**src/rtl/swin_pkg.sv**
```systemverilog
package swin_pkg;
  typedef logic [7:0] pix_t;
  localparam int unsigned LANES_DEF = 4;
endpackage

```
**src/rtl/swin_bank.sv**
```systemverilog
module swin_bank #(
  parameter int DEPTH = 12,
  parameter int AW    = 4,
  parameter int PIX_W = 8
) (
  input  logic             clk,
  input  logic             we,
  input  logic [AW-1:0]    waddr,
  input  logic [PIX_W-1:0] wdata,
  input  logic             re,
  input  logic [AW-1:0]    raddr,
  output logic [PIX_W-1:0] rdata
);
  logic [PIX_W-1:0] mem [DEPTH];

  always_ff @(posedge clk) begin
    if (we && 32'(waddr) < DEPTH) mem[waddr] <= wdata;
    if (re && 32'(raddr) < DEPTH) rdata <= mem[raddr];
  end
endmodule

```
**src/rtl/swin_conflict_arb.sv**
```systemverilog
module swin_conflict_arb #(
  parameter int NUM_BANKS = 6,
  parameter int DEPTH     = 12,
  parameter int LANES     = 4,
  parameter int COL_W     = 3,
  parameter int ROW_W     = 4
) (
  input  logic [LANES-1:0]              pending,
  input  logic [LANES-1:0][COL_W-1:0]   col,
  input  logic [LANES-1:0][ROW_W-1:0]   row,
  output logic [NUM_BANKS-1:0]          bank_en,
  output logic [NUM_BANKS-1:0][ROW_W-1:0] bank_row,
  output logic [LANES-1:0]              lane_oor,
  output logic [LANES-1:0]              issue
);
  always_comb begin
    for (int l = 0; l < LANES; l++)
      lane_oor[l] = (32'(col[l]) >= NUM_BANKS) || (32'(row[l]) >= DEPTH);
  end

  // Per bank: the lowest waiting in-range lane decides the row served.
  always_comb begin
    for (int b = 0; b < NUM_BANKS; b++) begin
      bank_en[b]  = 1'b0;
      bank_row[b] = '0;
      for (int l = LANES - 1; l >= 0; l--) begin
        if (pending[l] && !lane_oor[l] && col[l] == COL_W'(b)) begin
          bank_en[b]  = 1'b1;
          bank_row[b] = row[l];
        end
      end
    end
  end

  always_comb begin
    for (int l = 0; l < LANES; l++) begin
      logic hit;
      hit = 1'b0;
      for (int b = 0; b < NUM_BANKS; b++)
        if (bank_en[b] && col[l] == COL_W'(b) && bank_row[b] == row[l]) hit = 1'b1;
      issue[l] = pending[l] && (lane_oor[l] || hit);
    end
  end
endmodule

```
**src/rtl/swin_bank_mem.sv**
```systemverilog
module swin_bank_mem #(
  parameter int NUM_BANKS = 6,
  parameter int DEPTH     = 12,
  parameter int PIX_W     = 8,
  parameter int LANES     = swin_pkg::LANES_DEF,
  localparam int COL_W    = $clog2(NUM_BANKS + 1),
  localparam int ROW_W    = $clog2(DEPTH + 1),
  localparam int AW       = $clog2(DEPTH)
) (
  input  logic                          clk,
  input  logic                          rst_n,
  input  logic                          wr_en,
  input  logic [COL_W-1:0]              wr_col,
  input  logic [ROW_W-1:0]              wr_row,
  input  logic [PIX_W-1:0]              wr_data,
  input  logic                          rq_valid,
  output logic                          rq_ready,
  input  logic [LANES-1:0]              rq_mask,
  input  logic [LANES-1:0][COL_W-1:0]   rq_col,
  input  logic [LANES-1:0][ROW_W-1:0]   rq_row,
  output logic                          rsp_valid,
  output logic [LANES-1:0]              rsp_lane_vld,
  output logic [LANES-1:0][PIX_W-1:0]   rsp_data,
  output logic                          rsp_err
);
  logic [LANES-1:0] served_q, pending, issue, lane_oor;
  logic [NUM_BANKS-1:0] bank_en;
  logic [NUM_BANKS-1:0][ROW_W-1:0] bank_row;
  logic [NUM_BANKS-1:0][PIX_W-1:0] bank_rdata;
  logic [LANES-1:0][COL_W-1:0] lane_bank_q;
  logic [LANES-1:0] lane_oor_q;

  assign pending  = rq_valid ? (rq_mask & ~served_q) : '0;
  assign rq_ready = ((pending & ~issue) == '0);

  swin_conflict_arb #(
    .NUM_BANKS(NUM_BANKS), .DEPTH(DEPTH), .LANES(LANES),
    .COL_W(COL_W), .ROW_W(ROW_W)
  ) u_arb (
    .pending(pending), .col(rq_col), .row(rq_row),
    .bank_en(bank_en), .bank_row(bank_row),
    .lane_oor(lane_oor), .issue(issue)
  );

  for (genvar b = 0; b < NUM_BANKS; b++) begin : g_bank
    logic bank_we;
    assign bank_we = wr_en && wr_col == COL_W'(b) && 32'(wr_row) < DEPTH;
    swin_bank #(.DEPTH(DEPTH), .AW(AW), .PIX_W(PIX_W)) u_bank (
      .clk(clk), .we(bank_we), .waddr(wr_row[AW-1:0]), .wdata(wr_data),
      .re(bank_en[b]), .raddr(bank_row[b][AW-1:0]), .rdata(bank_rdata[b])
    );
  end

  always_ff @(posedge clk) begin
    if (!rst_n) begin
      served_q     <= '0;
      rsp_valid    <= 1'b0;
      rsp_lane_vld <= '0;
      rsp_err      <= 1'b0;
      lane_oor_q   <= '0;
      lane_bank_q  <= '0;
    end else begin
      if (rq_valid) served_q <= rq_ready ? '0 : (served_q | issue);
      rsp_valid    <= |issue;
      rsp_lane_vld <= issue;
      rsp_err      <= |(issue & lane_oor);
      lane_oor_q   <= lane_oor;
      lane_bank_q  <= rq_col;
    end
  end

  always_comb begin
    for (int l = 0; l < LANES; l++) begin
      rsp_data[l] = '0;
      for (int b = 0; b < NUM_BANKS; b++)
        if (rsp_lane_vld[l] && !lane_oor_q[l] && lane_bank_q[l] == COL_W'(b))
          rsp_data[l] = bank_rdata[b];
    end
  end
endmodule

```
**config.mk**
```make
export PLATFORM = sky130hd
export DESIGN_NAME = swin_bank_mem
export DESIGN_NICKNAME = d
export VERILOG_FILES = /design/src/rtl/swin_pkg.sv /design/src/rtl/swin_bank.sv /design/src/rtl/swin_conflict_arb.sv /design/src/rtl/swin_bank_mem.sv
export SDC_FILE = /design/constraint.sdc
export NUM_CORES = 1
export LEC_CHECK = 0
export BUFFER_PORTS_ARGS = -buffer_cell sky130_fd_sc_hd__buf_2
export CAP_MARGIN = 20
export CORE_MARGIN = 2
export CORE_UTILIZATION = 30
export CTS_BUF_LIST = sky130_fd_sc_hd__clkbuf_8
export CTS_CLUSTER_DIAMETER = 150
export DETAILED_ROUTE_END_ITERATION = 12
export GPL_TIMING_DRIVEN = 1
export PLACE_DENSITY = 0.49
export SETUP_SLACK_MARGIN = 0.3
export SLEW_MARGIN = 15
export SYNTH_ARGS = -nofsm -noshare
export SYNTH_HDL_FRONTEND = slang
export SYNTH_HIERARCHICAL = 1
export SYNTH_SLANG_ARGS = --single-unit
```
**constraint.sdc**
```tcl
create_clock -name clk -period 4.4 [get_ports clk]
set_clock_uncertainty 0.15 [all_clocks]
set_input_delay 0.44 -clock clk [delete_from_list [all_inputs] [get_ports clk]]
set_output_delay 0.44 -clock clk [all_outputs]
set_load 0.005 [all_outputs]
```
==> results of run 1 <==
[flip-flops by register name, indices dropped and copies added (netlist names)]
register,flops
served_q,4
g_bank.u_bank/mem,576
rsp_valid,1
rsp_lane_vld,4
lane_oor_q,4
rsp_err,1
g_bank.u_bank/rdata,48
lane_bank_q,12
[metal layers]
metal | GRT usage | share of wire | vias up
met1 | 0.265 | 0.47 | 9725
met3 | 0.0272 | 0.058 | 148
met4 | 0.0510 | 0.025 | 0
met5 | 0 | 0 | -
met2 | 0.278 | 0.45 | 744
li1 | - | - | 8236
[per-stage QoR]
step / instance area (sq um) / util / setup TNS (ns) / worst slack (ns)
after floorplan: 29300 / - / 0 / 0.586
after global placement: 32000 / 0.330 / -0.797 / -0.286
after detailed placement: 32000 / 0.330 / -0.975 / -0.272
after CTS: 34300 / 0.354 / -0.150 / -0.150
after global routing: 34500 / 0.356 / -0.209 / -0.209
final: 34500 / 0.356 / -0.0767 / -0.0767
[synthesized netlist by cell type, drive strengths merged (8+ instances only)]
library cell	number
a21boi	9
a21oi	34
a221oi	23
a22oi	62
a311oi	8
a32oi	15
and2	27
and3	11
buf	76
clkbuf	30
dfxtp	26
edfxtp	624
inv	43
mux2	8
mux2i	132
mux4	101
nand2	75
nand2b	30
nand3	19
nand3b	19
nand4	17
nor2	120
nor2b	18
nor3	42
nor3b	10
nor4	13
o21ai	71
o221ai	57
o22ai	9
or3b	8
xnor2	43
xor2	15
[cell type report]
type,instances,area [sq um],share of cell area
clock buffers,113,1560,0.0451
multi-input cells,1095,9710,0.281
repair buffers,271,1910,0.0554
flip-flops and latches,650,19300,0.558
inverters,46,175,0.00508
clock inverters,66,295,0.00856
diodes,3,7.51,0.000218
well taps,1276,1600,0.0463
[timing repair]
action                                  CTS  global route
endpoints found under the hold margin     8             0
endpoints found under the setup margin    7             9
hold buffers                              6             0
cloned                                    0             0
pin swaps                                23            20
buffers inserted                         13            13
resized for setup                        61            19
[cell families (layout without fill, tap and decap cells)]
| group | Yosys count | after routing | share of synthesized area |
|---|---|---|---|
| xor gates and xnor gates | 58 | 58 | 0.0173 |
| muxes | 241 | 241 | 0.126 |
| AOI/OAI and AO/OA | 354 | 354 | 0.0894 |
| and+or+nand+nor | 442 | 442 | 0.0819 |
| buffers and inverters | 152 | 496 | 0.0286 |
| other | 0 | 3 | 0 |
| DFF | 650 | 650 | 0.656 |
[final timing paths]
check                                start                                   to  slack, ns  cells after the start
setup reg to reg  served_q[1]$_SDFFE_PN0P_  g_bank[3].u_bank/rdata[3]$_DFFE_PP_       0.48                     13
setup / recovery  served_q[2]$_SDFFE_PN0P_                             rq_ready      -0.08                     12
hold reg to reg   served_q[0]$_SDFFE_PN0P_             served_q[0]$_SDFFE_PN0P_       0.32                      2
hold / removal                   rq_col[2]            lane_bank_q[2]$_SDFF_PN0_       0.08                      2
[critical path: cells and delay by family (launching register included)]
family	cells	cell delay [ns]
buffers and inverters	1	0.13
xor gates and xnor gates	1	0.15
AOI/OAI and AO/OA	3	0.52
DFF	1	0.32
muxes	1	0.37
and+or+nand+nor	6	1.71
[power breakdown]
group | internal [mW] | total [mW] | switching, mW
combinational | 0.341 | 0.957 | 0.615
clock | 2.39 | 4.66 | 2.27
sequential | 6.82 | 6.87 | 0.0413
==> results by group, run 1 <==
Status
  – Run status: finished, violations left
  – Failing checks: negative setup slack

Placed design
  – IO buf count: 89
  – Routability cong.: 0.931
  – Dpl cells: 3306
  – DP HPWL: 63.3 mm

Critical path
  – CP arrival: 3.89 ns
  – Crit. End Element: output pin
  – Worst-path fanout max: 6
  – Kind of start point of the critical path: flip-flop
  – Setup Crit Path Kind: reg -> out
  – Req. time, crit path: 3.81 ns
  – Crit-path cells: and3b_4 > nand2b_4 > or3_4 > mux2_1 > nor2_2 > o22ai_4 > xnor2_1 > or4_4 > a41oi_4 > o32ai_4 > nor2_2 > buf_2
  – Worst path slowest cell: or4_4
  – Top cell by count, worst path: nor2_2
  – Largest stage delay, worst path: 0.55 ns

Logic synthesis
  – Synth area leader: edfxtp_1
  – Top FF cell, synth: edfxtp_1
  – Dominant cells by area after synthesis: edfxtp_1 (64%), mux4_2 (7.3%), mux2i_1 (4.5%), dfxtp_1 (1.8%), o221ai_1 (1.7%)
  – Synth Register Bits: 650
  – Seq/Total Area, Yosys: 0.656
  – Post-synth EDFFs: 624
  – Synth warn: 6
  – Post-Syn Area: 0.0293 sq mm
  – Post-synth cell types: 93
  – Syn nets: 1948
  – Share of the synthesized area in the top cell type: 0.638
  – Post-synth ARST share: 0
  – Post-Syn Area per Cell: 15.5 sq um
  – Syn Inst Count: 1897

Global route
  – GRT Overall Usage: 0.180
  – Initial antenna violation count: 8
  – Gr ovfl total: 0
  – Largest net degree at the start of global routing: 53
  – First-pass GRT wire length: 132 mm
  – Vias in the first global route: 18945

Floorplanning
  – Die area: 0.100 sq mm
  – Core Region: 0.0969 sq mm
  – Initial core utilization: 0.303
  – Top Ports: 90
  – Die Ht: 317 um
  – Row cnt: 114
  – Die width: 317 um

Timing
  – Hold Vio Cnt, Final: 0
  – FMAX: 223 MHz
  – Worst-margin pin slew: 1.09 ns
  – RSZ-0062 raised after global routing: true
  – Minimum clock period: 4.48 ns
  – Slack of the critical path: -0.0767 ns
  – Final setup violating endpoints: 1
  – Final Max Tran Viols: 0
  – Period utilization: 1.02
  – Slew HR: 0.268
  – Hold slack: 0.0757 ns

Job
  – Max cap viols: 0

Power
  – Total Power: 12.5 mW
  – Leakage power: 11.1 nW
  – Pwr/cell area: 362 mW/mm^2
  – VDD IR-drop max: 0.210 mV

Detailed routing
  – Wire length per cell: 26.2 um
  – Number of routed nets with antenna violations: 0
  – Routed vias: 18853
  – Iteration-0 DRC Markers: 1890
  – DRC Markers: 0
  – Drt via density: 5.36
  – Final WL: 92.2 mm
  – Drt pass-1 iters: 7

Cells and area
  – Share of layout cells above drive strength 1: 0.257
  – Commonest non-fill, non-tap cell in the layout: edfxtp_1
  – # fillers: 9204
  – Commonest cells after routing, fill and taps aside: edfxtp_1 (624), buf_4 (167), mux2i_1 (131)
  – Layout area overhead: 17.6%
  – Final Instance Count excl. Fillers: 3520
  – Nets@finish: 2218

Clock network
  – CTS buffer count: 103
  – Deepest clock path buffer count: 3
  – Clock Latency Late Sink: 0.69 ns
  – H-tree Lvls: 3
  – CTS root buf: clkbuf_8
  – Clk sinks: 650
  – CTS tree: done
  – Clock transition at path regs: 0.06 ns

Hold path
  – Worst min path class: in -> reg
No activity file was read; power rests on OpenSTA's default activity.
==> run 2, diff against run 1 <==
Clock period 4.4 ns to 4.38 ns, I/O delays scaled along.
==> run 2 against run 1 <==
Highest routed layer unchanged. Clock power grew 6.2%. Final area is 0.12% lower. The flow still finishes with violations (negative setup slack). Global-route usage is essentially flat. Sequential share of layout area is 0.061 points higher. Critical path depth increased by 1. Largest cell class unchanged. Power grew 2.6%. Final cell count is 0.20% lower. Via count decreased by 0.31%. Worst hold slack got worse by 0.0082 ns. Worst setup slack got worse by 0.050 ns. Combinational power hardly changed. Sequential cell count is the same.
==> results by group, run 2 (synthesis gave the netlist of run 1 again) <==
Hold path
  – Min-delay src: rq_col[7]
  – WHS Endpoint: lane_bank_q[7]$_SDFF_PN0_
  – Worst hold path depth: 3 (+1)
  – Worst min path class: in -> reg

Global route
  – Largest net degree at the start of global routing: 53 (unchanged)
  – GRT Overall Usage: 0.181 (+0.000274)
  – Vias in the first global route: 19069 (+0.65%)
  – First-pass GRT wire length: 132 mm (+0.32%)
  – Initial antenna violation count: 8 (unchanged)
  – Gr ovfl total: 0 (unchanged)

Cells and area
  – Final core utilization: 0.356 (-0.000414)
  – Share of layout cells above drive strength 1: 0.254 (-0.00345)
  – Nets@finish: 2203 (-0.68%)
  – Largest register FFs: 576 (unchanged)
  – Commonest cells after routing, fill and taps aside: edfxtp_1 (624), buf_4 (143), mux2i_1 (131)
  – Footprint of the multi-input gates: 0.00967 sq mm (-0.40%)
  – Layout area overhead: 17.5%
  – Biggest registers after layout: g_bank.u_bank/mem (576), g_bank.u_bank/rdata (48), lane_bank_q (12)
  – Sequential Area: 0.0193 sq mm (about the same)
  – # fillers: 9291 (+0.95%)
  – Commonest non-fill, non-tap cell in the layout: edfxtp_1
  – Finished layout cell area: 0.0345 sq mm (-0.12%)
  – Biggest register: g_bank.u_bank/mem

Power
  – VDD IR-drop max: 0.228 mV (+8.7%)
  – Leakage power: 11.1 nW (-0.43%)
  – Pwr/cell area: 372 mW/mm^2 (+2.7%)

Critical path
  – Reg2Reg Launch Point: served_q[2]$_SDFFE_PN0P_
  – Kind of start point of the critical path: flip-flop
  – Crit. End Element: output pin
  – Worst r2r path cells: 14 (+1)
  – Worst-path fanout max: 6 (unchanged)
  – CP arrival: 3.92 ns (+0.03 ns)
  – Setup Crit Path Kind: reg -> out
  – Req. time, crit path: 3.79 ns (-0.02 ns)
  – Reg2Reg Setup Slack: 0.54 ns (+0.06 ns)
  – RR Endpoint: served_q[2]$_SDFFE_PN0P_

Timing
  – Final setup violating endpoints: 1 (unchanged)
  – RSZ-0062 raised after global routing: true
  – Period utilization: 1.03
  – Hold Vio Cnt, Final: 0 (unchanged)
  – FMAX: 222 MHz
  – Final Max Tran Viols: 0 (unchanged)
  – Slew HR: 0.264 (-0.00366)
  – Minimum clock period: 4.51 ns
  – Slack of the critical path: -0.126 ns (-0.0496 ns)
  – Worst-margin pin slew: 1.10 ns (+0.00953 ns)

Placed design
  – Placed instance area: 0.0319 sq mm (-0.16%)
  – IO buf count: 89 (unchanged)
  – Routability cong.: 0.942 (+1.2%)
  – DP HPWL: 63.1 mm (-0.43%)

Detailed routing
  – Drt via density: 5.35 (-0.11%)
  – Iteration-0 DRC Markers: 1788 (-5.4%)
  – DRC Markers: 0 (unchanged)
  – Number of routed nets with antenna violations: 0 (unchanged)
  – Drt pass-1 iters: 8 (+1)
  – Final WL: 91.8 mm (-0.51%)
  – Routed vias: 18795 (-0.31%)
  – Wire length per cell: 26.1 um (-0.32%)

Floorplanning
  – Die area: 0.100 sq mm (unchanged)
  – Die Ht: 317 um (unchanged)
  – Top Ports: 90 (unchanged)
  – Row cnt: 114 (unchanged)
  – Initial core utilization: 0.303 (unchanged)
  – Die width: 317 um (unchanged)
  – Core Region: 0.0969 sq mm (unchanged)

Status
  – Failing checks: negative setup slack
  – Run status: finished, violations left

Clock network
  – Clock Latency Late Sink: 0.70 ns (about the same)
  – CTS buffer count: 107 (+3.9%)
  – CTS tree: done
  – Clock transition at path regs: 0.06 ns (about the same)
  – CTS root buf: clkbuf_8
  – Deepest clock path buffer count: 3 (unchanged)
  – H-tree Lvls: 3 (unchanged)
  – Clk sinks: 650 (unchanged)

Job
  – Max cap viols: 0 (unchanged)
run 2: cell types whose count changed in the layout (fill, tap and decap cells not counted), moves of 5 or more:
cell | previous run | this run
inv_1 | 78 | 70
buf_4 | 167 | 143
clkinv_2 | 4 | 17
clkinv_1 | 24 | 29
run 2: cell type report:
class / instances / area share
Sequential cell: 650 / 0.559
Multi-Input combinational cell: 1095 / 0.281
Timing Repair Buffer: 252 / 0.0516
Tap cell: 1276 / 0.0463
Clock buffer: 111 / 0.0443
Clock inverter: 82 / 0.0135
Inverter: 46 / 0.00501
Antenna cell: 1 / 0.0000726
run 2: how the worst max path moves through the flow:
stage / start / end / depth (start not counted)
3_5_place_dp: rq_valid / rq_ready / 15
4_1_cts: served_q[2]$_SDFFE_PN0P_ / rq_ready / 13
3_3_place_gp: rq_valid / rq_ready / 15
6_report: served_q[2]$_SDFFE_PN0P_ / rq_ready / 13
2_1_floorplan: rq_valid / rq_ready / 14
5_1_grt: served_q[2]$_SDFFE_PN0P_ / rq_ready / 13
run 2: where the power goes:
part           switching [mW]  internal, mW  total, mW
Combinational           0.618         0.338      0.956
Clock                    2.37          2.59       4.95
Sequential             0.0424          6.86       6.90
Total                    3.03          9.78       12.8
run 2: metal layers:
metal | share of wire | routed length, um | vias up | global-route usage
li1 | - | - | 8186 | -
met3 | 0.070 | 6400 | 165 | 0.0328
met5 | 0 | 0 | - | 0
met4 | 0.028 | 2530 | 0 | 0.0544
met1 | 0.46 | 42600 | 9637 | 0.265
met2 | 0.44 | 40200 | 807 | 0.272
run 2: metrics by stage:
| step | cells | power (mW) | hold WS, ns | setup slack [ns] | setup TNS, ns |
|---|---|---|---|---|---|
| after floorplan | 1897 | 7.49 | 0.278 | 0.570 | 0 |
| after CTS | 3508 | 12.9 | 0.00823 | -0.187 | -0.187 |
| final | 3513 | 12.8 | 0.0675 | -0.126 | -0.126 |
| after global placement | 3295 | 7.92 | 0.312 | -0.288 | -0.747 |
| after global routing | 3513 | 13.3 | 0.0689 | -0.270 | -0.270 |
| after detailed placement | 3296 | 7.93 | 0.310 | -0.283 | -0.926 |
run 2: critical path, stage by stage, from the launching register on:
cell       delay [ns]
dfxtp_1          0.31
and3b_4          0.37
nand2b_4         0.11
or3_4            0.40
a311oi_4         0.36
buf_4            0.19
o21bai_1         0.10
a222oi_1         0.09
o2111ai_1        0.33
o311ai_1         0.17
o41a_1           0.46
o32ai_4          0.13
nor2_2           0.08
buf_2            0.13
run 2: timing repair:
item | in CTS | in global routing
hold buffers | 9 | 0
gates resized for setup | 59 | 19
hold endpoints to repair | 11 | 0
pin swaps | 17 | 12
buffers inserted | 10 | 4
setup endpoints to repair | 14 | 7
